===== src/rtl/nzp_pkg.sv =====
package nzp_pkg;
  localparam int unsigned WORD_W = 16;
  localparam int unsigned MASK_HI = 11;
  localparam int unsigned MASK_LO = 9;

  typedef struct packed {
    logic n;
    logic z;
    logic p;
  } nzp_t;

  localparam nzp_t NZP_RESET = '{n: 1'b0, z: 1'b1, p: 1'b0};

  function automatic nzp_t classify(input logic [WORD_W-1:0] v);
    nzp_t r;
    r.n = v[WORD_W-1];
    r.z = (v == '0);
    r.p = !v[WORD_W-1] && (v != '0);
    return r;
  endfunction

  function automatic logic mask_hit(input logic [2:0] m, input nzp_t f);
    return (m[2] & f.n) | (m[1] & f.z) | (m[0] & f.p);
  endfunction
endpackage


===== src/rtl/nzp_classifier.sv =====
module nzp_classifier
  import nzp_pkg::*;
#(
  parameter int unsigned W = WORD_W
) (
  input  logic [W-1:0] value,
  output nzp_t         cls
);
  logic is_zero;
  logic is_neg;
  assign is_zero = (value == '0);
  assign is_neg  = value[W-1];
  always_comb begin
    cls.n = is_neg;
    cls.z = is_zero;
    cls.p = !is_neg && !is_zero;
  end
endmodule


===== src/rtl/nzp_flag_reg.sv =====
module nzp_flag_reg
  import nzp_pkg::*;
(
  input  logic clk,
  input  logic rst,
  input  logic load,
  input  nzp_t d,
  output nzp_t q
);
  always_ff @(posedge clk) begin
    if (rst)       q <= NZP_RESET;
    else if (load) q <= d;
  end
endmodule


===== src/rtl/nzp_branch_eval.sv =====
module nzp_branch_eval
  import nzp_pkg::*;
#(
  parameter int unsigned W = WORD_W
) (
  input  logic         eval,
  input  logic [2:0]   mask,
  input  nzp_t         flags,
  input  logic [W-1:0] pc_seq,
  input  logic [W-1:0] target,
  output logic         taken,
  output logic [W-1:0] pc_next
);
  logic hit_n, hit_z, hit_p;
  assign hit_n = mask[2] & flags.n;
  assign hit_z = mask[1] & flags.z;
  assign hit_p = mask[0] & flags.p;
  assign taken   = eval & (hit_n | hit_z | hit_p);
  assign pc_next = taken ? target : pc_seq;
endmodule


===== src/rtl/nzp_branch_unit.sv =====
module nzp_branch_unit
  import nzp_pkg::*;
#(
  parameter int unsigned W = WORD_W
) (
  input  logic         clk,
  input  logic         rst,
  input  logic [W-1:0] bus_word,
  input  logic         flag_load,
  input  logic         br_eval,
  input  logic [W-1:0] instr,
  input  logic [W-1:0] pc_seq,
  input  logic [W-1:0] br_target,
  output logic         flag_n,
  output logic         flag_z,
  output logic         flag_p,
  output logic         br_taken,
  output logic [W-1:0] pc_next
);
  localparam int unsigned MW = MASK_HI - MASK_LO + 1;

  nzp_t       bus_class;
  nzp_t       flags_q;
  logic [MW-1:0] test_mask;

  assign test_mask = instr[MASK_HI:MASK_LO];

  nzp_classifier #(.W(W)) u_cls (
    .value(bus_word),
    .cls  (bus_class)
  );

  nzp_flag_reg u_flags (
    .clk (clk),
    .rst (rst),
    .load(flag_load),
    .d   (bus_class),
    .q   (flags_q)
  );

  nzp_branch_eval #(.W(W)) u_eval (
    .eval   (br_eval),
    .mask   (test_mask),
    .flags  (flags_q),
    .pc_seq (pc_seq),
    .target (br_target),
    .taken  (br_taken),
    .pc_next(pc_next)
  );

  assign flag_n = flags_q.n;
  assign flag_z = flags_q.z;
  assign flag_p = flags_q.p;
endmodule


===== config.mk =====
export PLATFORM = sky130hd
export DESIGN_NAME = nzp_branch_unit
export DESIGN_NICKNAME = d
export VERILOG_FILES = /design/src/rtl/nzp_pkg.sv /design/src/rtl/nzp_classifier.sv /design/src/rtl/nzp_flag_reg.sv /design/src/rtl/nzp_branch_eval.sv /design/src/rtl/nzp_branch_unit.sv
export SDC_FILE = /design/constraint.sdc
export NUM_CORES = 1
export LEC_CHECK = 0
export ABC_AREA = 1
export ABC_CLOCK_PERIOD_IN_PS = 1250
export BUFFER_PORTS_ARGS = -buffer_cell sky130_fd_sc_hd__buf_2
export CAP_MARGIN = 20
export CORE_MARGIN = 3
export CORE_UTILIZATION = 24
export DETAILED_ROUTE_END_ITERATION = 6
export GPL_ROUTABILITY_DRIVEN = 0
export PLACE_DENSITY = 0.82
export SLEW_MARGIN = 20
export SYNTH_ARGS = -nofsm -noshare
export SYNTH_HDL_FRONTEND = slang
export SYNTH_SLANG_ARGS = --single-unit

===== constraint.sdc =====
create_clock -name clk -period 1.25 [get_ports clk]
set_clock_uncertainty 0.05 [all_clocks]
set_input_delay 0.1875 -clock clk [delete_from_list [all_inputs] [get_ports clk]]
set_output_delay 0.1875 -clock clk [all_outputs]
set_load 0.01 [all_outputs]

* Yosys cells after proc, flatten, opt, wreduce, memory -nomap -nowiden *
Index checks and enable logic that the tools add are counted.

storage, ports and cells
  bits in registers = 3
  input bits = 68
  logic and storage cells = 14

operators by class
  bitwise logic cells = 6
  multiplexer cells = 1
  reductions and logical operators = 4

operators by type and width
  operator           count
  zero test 16 bit   1
  2-to-1 mux 16 bit  1
  AND 1 bit          4
  zero test 1 bit    2
  bitwise OR 1 bit   2
  logical AND 1 bit  1

* Logic depth before layout (Yosys ltp) *
  depth in word-level cells = 5
  mapped depth = 7

* Modules after synthesis *
A second synthesis with hierarchy kept.

unflattened totals
  cell total of the unflattened synthesis = 94
  area, all modules = 476.7 sq um

modules (own cells, without submodules)
  module           times used  seq. area each (sq um)  cells each  area an instance (sq um)
  nzp_branch_eval  1           0.0                     58          280.3
  nzp_flag_reg     1           60.1                    18          117.6
  nzp_classifier   1           0.0                     18          78.8

* Worst setup path before layout *
Ideal clock, no wire load.

  path kind = reg2out
  from = register u_flags.q[1] in the netlist's numbering
  to = output port pc_next[10]
  stages on the path, launching flop included = 8
  slack = 53 ps
  arrival = 959 ps
  path through = dfxtp_1 -> nand2_1 -> nand3_2 -> nand2_4 -> inv_6 -> buf_12 -> nand2_1 -> nand2_1

between the ends
  word-level cells in the longest chain between the ends = 5

RTL lines
  what                           RTL line               text
  from (decl)                    nzp_flag_reg.sv:8      output nzp_t q
  from (signal assigned)         nzp_flag_reg.sv:11     if (rst) q <= NZP_RESET;
  from (signal assigned)         nzp_flag_reg.sv:12     else if (load) q <= d;
  AND 1 bit                      nzp_branch_eval.sv:16  assign hit_z = mask[1] & flags.z;
  bitwise OR 1 bit (2 in a row)  nzp_branch_eval.sv:18  assign taken = eval & (hit_n | hit_z | hit_p);
  AND 1 bit                      nzp_branch_eval.sv:18
  named net br_taken             nzp_branch_unit.sv:17  output logic br_taken,
  2-to-1 mux 16 bit              nzp_branch_eval.sv:19  assign pc_next = taken ? target : pc_seq;
  to (decl)                      nzp_branch_unit.sv:18  output logic [W-1:0] pc_next

The timed path passes the listed nets, and every way through them passes these cells.

* Worst setup path in the final report *
  from = register u_flags.q[2] in the netlist's numbering
  to = output port pc_next[8]

between the ends
  word-level cells in the longest chain between the ends = 5

RTL lines
  what                           RTL line               text
  AND 1 bit                      nzp_branch_eval.sv:15  assign hit_n = mask[2] & flags.n;
  bitwise OR 1 bit (2 in a row)  nzp_branch_eval.sv:18
  AND 1 bit                      nzp_branch_eval.sv:18
  2-to-1 mux 16 bit              nzp_branch_eval.sv:19

No other way between the ends.

==> out/results.txt <==
Cells after Synth: 85
critical path arrival: 1.23 ns
total routed wirelength: 1910 um
antenna cells: 0
1st-pass router iterations: 2
P_leak: 0.618 nW
Final min period: 1.47 ns
share of post-route cells with drive strength above 1: 61.9%
Reg with most FFs: u_flags.q
WP data required: 1.01 ns
Area growth, synth to finish: 127%
port bufs: 74
Routed Antenna Nets: 0
RSZ-0062 raised after global routing: true
peak supply drop: 578 uV
status: complete, but fails checks
Yosys top cell by area: nand2_1
R2R depth: 5
wire length per cell: 9.95 um
largest net degree at the start of global routing: 18
final worst-path cycle share: 118%
cts bufs inserted: 3
DRC viols: 0
Slew HR: 89.9%
flops & latches, synth: 3
Slew @ Worst Pin: 0.150 ns
P_int: 404 uW
failing checks: negative setup slack
Post-layout nets: 237
starting DRC count in detailed routing: 1
YS warnings: 0
Top Ports: 88
Seq/Total Area, Yosys: 14.1%
first-pass GRT wire length: 2310 um
Skew-Pair Late Insertion Delay: 0.24 ns
die height: 48.1 um
r2r setup slk: 0.43 ns
worst-path maximum fanout: 6
# setup viols final: 17
H-tree Lvls: 1
Comb pwr share: 55.4%
Max-Cap Viols: 0
sequential share of power: 17.0%
switch share: 36.5%
clock root cell: clkbuf_4
worst hold path stage count: 2
CP endpoint kind: primary output
Finished Core Util: 60.7%
Core ar.: 1590 um^2
Post-Syn Area per Cell: 5.00 um^2
pre-CTS setup slack: 0.0234 ns
Post-Syn Area: 425 um^2
syn nets: 153
Initial Util: 26.7%
gr usage total: 14.2%
startpoint types: register
Site Rows: 14
initial antenna violation count: 0
vias in the first global route: 668
Hold Crit Class: in -> reg
CTS max path bufs: 2
sw power: 232 uW
most area-consuming cells after synthesis: nand2_1 48%, dfxtp_1 14%, nor2_1 7.9%
Synth top area share: 47.6%
DP HPWL: 1440 um
vias per std cell: 4.16
distinct cell type count after synthesis: 14
die width: 48.1 um
CP Class: reg -> out
Die ar.: 2310 um^2
via count: 799
final hold violations: 0
Sink Count: 3
max reg flops: 3
PD cells: 657 nW/um^2
final setup margin: -0.220 ns
CTS tree: done
largest registers: u_flags.q x3
clock power share: 27.6%
Fillers: 148
Reg clk slew, reported paths: 0.04 ns
fmax: 680 MHz
global route overflow: 0
Post-CTS Hold Buffers: 0
max-slew violations: 0
layer usage:
metal | global-route usage [%] | up-vias | share of wire [%]
met5 | 0 | - | 0
li1 | - | 422 | -
met3 | 2.58 | 4 | 11
met4 | 8.06 | 0 | 1.4
met1 | 12.7 | 326 | 36
met2 | 28.8 | 47 | 52
path summary, 6_finish.rpt:
kind | startpoint | endpoint
max | u_flags.q[2] | pc_next[8]
min | flag_load | u_flags.q[2]
max reg2reg | u_flags.q[0] | u_flags.q[0]
min reg2reg | u_flags.q[1] | u_flags.q[1]
cell usage in the layout (no fill, tap or decap), types with 2 or more instances in the layout:
| cell type | netlist | routed |
|---|---|---|
| buf_2 | 0 | 73 |
| nand2_1 | 54 | 45 |
| nand2_2 | 5 | 13 |
| nor2_1 | 9 | 9 |
| inv_1 | 4 | 4 |
| buf_4 | 1 | 4 |
| clkbuf_4 | 0 | 3 |
| dfxtp_2 | 0 | 3 |
| nand2_4 | 1 | 2 |
| nand3_1 | 2 | 2 |
worst max-delay path, stage by stage (launching register included):
cell and delay, ns:
dfxtp_2 0.33, nand2_2 0.07, nand3_4 0.12, nand2_8 0.09
clkbuf_16 0.16, nand2_1 0.05, nand2_1 0.05, buf_2 0.13
power groups by stage:
stage | registers (mW) | clock network, mW | logic (mW)
finish | 0.108 | 0.176 | 0.352
global route | 0.109 | 0.181 | 0.392
CTS | 0.107 | 0.182 | 0.312
detailed placement | 0.108 | 0 | 0.298
global placement | 0.107 | 0 | 0.290
floorplan | 0.111 | 0 | 0.139
layout make-up:
cell class	instances	area [um^2]	area share [%]
inverters	5	26.3	2.72
clock buffers	4	26.3	2.72
well taps	24	30.0	3.10
multi-input cells	76	369	38.2
flip-flops and latches	3	63.8	6.60
repair buffers	80	452	46.7
cells by family (layout without fill, tap and decap cells):
| kind of cell | count (synthesis) | in the layout | synth area share [%] |
|---|---|---|---|
| AO/OA/AOI/OAI | 2 | 2 | 2.35 |
| flip-flops | 3 | 3 | 14.1 |
| buffers and inverters | 7 | 89 | 12.1 |
| AND/OR/NAND/NOR | 73 | 74 | 71.5 |
cells in the mapped netlist:
cell type  count
nand3_1        2
dfxtp_1        3
nand2_4        1
nand2_1       54
nor3_1         1
o21ai_0        1
inv_1          4
nand3_2        1
inv_6          1
nor2_1         9
buf_12         1
buf_4          1
a21oi_1        1
nand2_2        5
timing repair:
item	in CTS	in global routing
endpoints found under the setup margin	17	17
buffers inserted	1	1
gates resized for setup	5	13
gates cloned	1	1
endpoints found under the hold margin	0	0
pin swaps	4	6
metrics by stage:
stage	std cells	power, mW	cell area, um^2	TNS, ns	hold WS [ns]
3_3_place_gp	184	0.397	833	0	0.354
4_1_cts	190	0.601	886	-3.22	0.104
2_1_floorplan	85	0.250	425	0	0.227
6_report	192	0.636	967	-3.24	0.116
3_5_place_dp	184	0.405	833	0	0.362
5_1_grt	192	0.682	967	-4.42	0.135
Power figures use the tool's default switching activity.
